===== config.mk =====
export PLATFORM = sky130hd
export DESIGN_NAME = prbs_word_gen
export DESIGN_NICKNAME = d
export VERILOG_FILES = /design/src/rtl/prbs_word_pkg.sv /design/src/rtl/prbs_word_step.sv /design/src/rtl/prbs_len_ctrl.sv /design/src/rtl/prbs_word_gen.sv
export SDC_FILE = /design/constraint.sdc
export NUM_CORES = 1
export LEC_CHECK = 0
export BUFFER_PORTS_ARGS = -buffer_cell sky130_fd_sc_hd__buf_2
export CORE_MARGIN = 4
export CORE_UTILIZATION = 28
export DETAILED_ROUTE_END_ITERATION = 8
export GPL_TIMING_DRIVEN = 0
export HOLD_SLACK_MARGIN = 0.1
export PLACE_DENSITY = 0.53
export SYNTH_ARGS = -nofsm -noshare
export SYNTH_HDL_FRONTEND = slang
export SYNTH_SLANG_ARGS = --single-unit

===== constraint.sdc =====
create_clock -name clk -period 4.02 [get_ports clk]
set_input_delay 0.402 -clock clk [delete_from_list [all_inputs] [get_ports clk]]
set_output_delay 0.402 -clock clk [all_outputs]
set_load 0.01 [all_outputs]

===== src/rtl/prbs_word_pkg.sv =====
package prbs_word_pkg;
  localparam int NUM_LEN = 5;
  localparam int SEL_W = 3;

  // Long tap (sequence degree) for each length code.
  function automatic int poly_n(int idx);
    case (idx)
      1: return 10;
      2: return 15;
      3: return 23;
      4: return 31;
      default: return 7;
    endcase
  endfunction

  // Short tap for each length code.
  function automatic int poly_m(int idx);
    case (idx)
      1: return 7;
      2: return 14;
      3: return 18;
      4: return 28;
      default: return 6;
    endcase
  endfunction
endpackage


===== src/rtl/prbs_word_step.sv =====
module prbs_word_step #(
  parameter int WORD_W = 16,
  parameter int EXT_W  = 2,
  parameter int TAP_N  = 7,
  parameter int TAP_M  = 6
) (
  input  logic [2*WORD_W+EXT_W-1:0] hist,
  output logic [WORD_W-1:0]         nxt
);
  localparam int HW = 2*WORD_W + EXT_W;

  // hist[0] is the earliest serial bit. New bit i sits at index HW+i.
  // A new bit may depend on bits that were produced earlier in the same word.
  function automatic logic [WORD_W-1:0] expand(logic [HW-1:0] h);
    logic [HW+WORD_W-1:0] s;
    s = {{WORD_W{1'b0}}, h};
    for (int i = 0; i < WORD_W; i++) begin
      s[HW+i] = s[HW+i-TAP_N] ^ s[HW+i-TAP_M];
    end
    return s[HW+WORD_W-1:HW];
  endfunction

  assign nxt = expand(hist);
endmodule


===== src/rtl/prbs_len_ctrl.sv =====
module prbs_len_ctrl
  import prbs_word_pkg::*;
#(
  parameter int WORD_W = 16
) (
  input  logic             clk,
  input  logic             rst,
  input  logic             en,
  input  logic [SEL_W-1:0] len_sel,
  output logic [SEL_W-1:0] sel_q,
  output logic             reseed,
  output logic             valid
);
  logic [SEL_W-1:0] sel_dec;
  logic [1:0]       fill_q;
  logic             need_two;

  assign sel_dec  = (len_sel < SEL_W'(NUM_LEN)) ? len_sel : '0;
  assign reseed   = rst | (sel_dec != sel_q);
  assign need_two = poly_n(int'(sel_q)) > WORD_W;
  assign valid    = need_two ? (fill_q == 2'd2) : (fill_q != 2'd0);

  always_ff @(posedge clk) begin
    sel_q <= sel_dec;
    if (reseed) fill_q <= 2'd0;
    else if (en && fill_q != 2'd2) fill_q <= fill_q + 2'd1;
  end

  // a length change always yields an invalid word on the next cycle
  assert_change_drops_R4: assert property (@(posedge clk) disable iff (rst)
    (sel_dec != sel_q) |=> !valid);

  // a short length refills after one advance
  assert_short_refill_R4: assert property (@(posedge clk) disable iff (rst)
    (fill_q == 2'd0 && en && !reseed && !need_two) |=> valid);

  // a long length is still invalid after one advance
  assert_long_refill_R4: assert property (@(posedge clk) disable iff (rst)
    (fill_q == 2'd0 && en && !reseed && need_two) |=> !valid);
endmodule


===== src/rtl/prbs_word_gen.sv =====
module prbs_word_gen
  import prbs_word_pkg::*;
#(
  parameter int WORD_W = 16,
  parameter int EXT_W  = 2
) (
  input  logic              clk,
  input  logic              rst,
  input  logic              en,
  input  logic [SEL_W-1:0]  len_sel,
  output logic [WORD_W-1:0] word,
  output logic [EXT_W-1:0]  tail_bits,
  output logic              valid
);
  localparam int REG_W = WORD_W + EXT_W;
  localparam int HW    = 2*WORD_W + EXT_W;

  // Register layout: [WORD_W-1:0] holds the word, and the upper EXT_W bits hold
  // the serial bits just before word bit 0, in ascending serial order.
  logic [REG_W-1:0] cur_q, prev_q;
  logic [HW-1:0]    hist;
  logic [WORD_W-1:0] cand [NUM_LEN];
  logic [WORD_W-1:0] nxt_word;
  logic [SEL_W-1:0]  sel_q;
  logic              reseed;

  prbs_len_ctrl #(.WORD_W(WORD_W)) u_ctrl (
    .clk(clk), .rst(rst), .en(en), .len_sel(len_sel),
    .sel_q(sel_q), .reseed(reseed), .valid(valid)
  );

  assign hist = {cur_q[WORD_W-1:0], prev_q[WORD_W-1:0], prev_q[REG_W-1:WORD_W]};

  for (genvar g = 0; g < NUM_LEN; g++) begin : g_len
    prbs_word_step #(
      .WORD_W(WORD_W), .EXT_W(EXT_W),
      .TAP_N(poly_n(g)), .TAP_M(poly_m(g))
    ) u_step (
      .hist(hist), .nxt(cand[g])
    );
  end

  assign nxt_word = cand[sel_q];

  always_ff @(posedge clk) begin
    if (reseed) begin
      cur_q  <= '1;
      prev_q <= '1;
    end else if (en) begin
      prev_q <= cur_q;
      cur_q  <= {cur_q[WORD_W-1:WORD_W-EXT_W], nxt_word};
    end
  end

  assign word      = cur_q[WORD_W-1:0];
  assign tail_bits = cur_q[REG_W-1:WORD_W];

  // the two-word history never collapses to zero
  assert_hist_nonzero_R7: assert property (@(posedge clk) disable iff (rst)
    hist != '0);

  // a word is held while disabled
  assert_hold_R5: assert property (@(posedge clk) disable iff (rst)
    (!en && !reseed) |=> ($stable(word) && $stable(tail_bits)));
endmodule


==> reports/qor.yml <==
globalRouteTotalUtil_pct: 13.06
firstDrtPassIters: 5
report.final.setup_viol: 0
fin_crit_sh_pct: 56.52
setup_slack_of_the_most_critical_reg_to_reg_path_ns: 2.26
io_buffer_count: 23
grt_max_degree: 12
clk_latency_ns: 0.30
die_w_um: 111.4
ctsRootBufferMaster: "clkbuf_8"
netlist_top_cells_count: "xnor2_1 (42), dfxtp_1 (36), mux2i_1 (36)"
critical_path.top_delay_family: "buffers and inverters"
critical_path_class: "register to output port"
status: "finished, final reports clean"
max_freq_ghz: 0.4402
number_of_global_route_vias_before_repair: 2452
cell_types_with_the_largest_area_share_after_synthesis: "dfxtp_1 (24%), xnor2_1 (12%), mux2i_1 (12%)"
place.detailed.hpwl_um: 5750
cts_num_sinks: 36
total_routed_wirelength_um: 8116
worstHoldPathType: "input pin to register"
synth_most_common_cell: "xnor2_1"
slowest_delay_ns: 0.41
drt-vias-per-instance: 4.731
placementRows: 37
post_placement_cell_area_um2: 3279
finalInstanceArea_um2: 3364
cp-end-kind: "output port"
tritoncts_clock_tree: "yes"
finalWeightedCongestion: 0.9135
insertedDiodeCount: 0
cts.clk_slew.worst_paths_ns: 0.09
die-height_um: 111.4
maxSlewHeadroom_pct: 51.82
min_period_ns: 2.272
clock_skews_ns: 0.01183
area_growth_syn_to_layout_pct: 12.37
globalRouteOverflowTotal: 0
postSynthRegisterBits: 36
timing.critical_path.required_ns: 3.62
grt_setup_unrepaired: "no"
critPathMaxFanout: 10
ioPinCount: 25
worstPathArrival_ns: 1.87
critical-path-slowest-cell: "dfxtp_1"
syn-mean-instance-area_um2: 8.482
layout.nets: 390
power.leakage_nw: 1.312
route.detailed.wl_per_inst_um: 15.61
final_layout_size_suffix_gt1_share_pct: 27.08
floorplan.initialDensity_pct: 28.87
timing.final.hold_violations: 0
cts_hold_repair.buffers: 0
fin_ws_ns: 1.748
synth_edf_count: 0
post-place-ws_ns: 2.108
htree_levels: 2
core_area_um2: 10370
ant_nets: 0
cts_resized: 0
place.detailed.instances: 512
drv_cap: 0
worst-path-buf-inv: 3
yosys_warnings: 0
synthCells: 353
slew_violations: 0
max-vdd-ir-drop_mv: 0.1362
numCtsBuffers: 5
fin_setup_tns_ns: 0
synth_top_area_share_pct: 24.07
synth.cell_area_um2: 2994
path_cells: "buf_2 -> nand2_1 -> buf_2 -> nand3_1 -> o21ai_0 -> buf_2"
ctsLongestPathBuffers: 2
drc: 0
transition_time_at_the_pin_with_the_least_slew_margin_ns: 0.7227
proportion_of_synthesized_chip_area_in_sequential_cells_pct: 24.07
grt_first_pass_wirelength_um: 13130
pwr_density_cell_nw_per_um2: 266.7
syn_nets: 360
ys_types: 47
grt_antenna_before_repair: 0
via_count: 2460
synthArstFlopShare_pct: 0
finalNonFillerCells: 520
fp.dieArea_um2: 12410
detail_route.iter0.violations: 231
critPathLaunchType: "register"
cts_post_setup_buffers_inserted: 0
synth_largest_area_cell: "dfxtp_1"
synthFlopType: "dfxtp_1"
timing.critical_path.mode_cell: "buf_2"
-- cell type report --
class / count / area [um2]
Tap cell: 136 / 170.2
Clock buffer: 7 / 76.32
Clock inverter: 1 / 8.758
Sequential cell: 36 / 720.7
Buffer: 56 / 371.6
Fill cell: 1155 / 7005
Timing Repair Buffer: 23 / 115.1
Inverter: 6 / 22.52
Multi-Input combinational cell: 255 / 1879
-- per-stage QoR --
stage	total power, mW	utilization [%]	hold slack, ns
2_1_floorplan	0.5785	-	0.4736
3_3_place_gp	0.6357	31.62	0.4952
3_5_place_dp	0.6365	31.62	0.4968
4_1_cts	0.9037	32.44	0.2907
5_1_grt	0.9410	32.44	0.2996
6_report	0.8974	32.44	0.2928
-- placed cells by master (no fill, tap or decap), types with 11 or more instances in the layout --
| cell | instances |
|---|---|
| mux2i_1 | 36 |
| nand2_2 | 14 |
| nor2_1 | 29 |
| nand2_1 | 20 |
| o21ai_0 | 18 |
| xor2_1 | 27 |
| a21oi_1 | 11 |
| buf_4 | 25 |
| clkbuf_1 | 12 |
| buf_2 | 34 |
| xnor2_1 | 42 |
| dfxtp_1 | 36 |
-- final timing paths --
check                               start                       to  cells after the start
setup / recovery  u_ctrl.sel_q[2]$_DFF_P_                    valid                      6
hold / removal                 len_sel[2]  u_ctrl.sel_q[0]$_DFF_P_                      2
setup reg to reg  u_ctrl.sel_q[2]$_DFF_P_   cur_q[12]$_SDFFE_PP1P_                      6
hold reg to reg    prev_q[2]$_SDFFE_PP1P_   prev_q[2]$_SDFFE_PP1P_                      2
-- power by group --
group          internal (mW)  switching, mW
Sequential             0.368        0.00767
Clock                  0.124          0.142
Combinational          0.109          0.147
-- logic make-up (layout without fill, tap and decap cells) --
group,after synthesis,after routing,synth area share (%)
AO/OA/AOI/OAI,63,63,15.17
XOR/XNOR,70,70,20.73
adder cells (fa/ha/maj),1,1,0.4178
buffers and inverters,62,93,13.16
flip-flops,36,36,24.07
multiplexers,36,36,12.04
AND/OR/NAND/NOR,85,85,14.42
-- worst register-to-register path, stage by stage, from the launching register on --
cell,delay [ns]
dfxtp_1,0.41
buf_2,0.27
nand2_1,0.25
buf_2,0.29
o21ai_0,0.19
o21ai_0,0.17
nand3_2,0.12
-- registers in the layout, indices dropped and copies added, names as in the netlist --
| register | flops |
|---|---|
| prev_q | 13 |
| u_ctrl.sel_q | 3 |
| cur_q | 18 |
| u_ctrl.fill_q | 2 |
-- metal layers --
layer	global-route usage, %	vias up	wire length (um)
li1	-	1219	-
met1	17.47	1135	3770
met2	20.79	95	3592
met3	2.935	11	620
met4	4.461	0	132
met5	0	-	0
(Power assumes the default switching activity.)
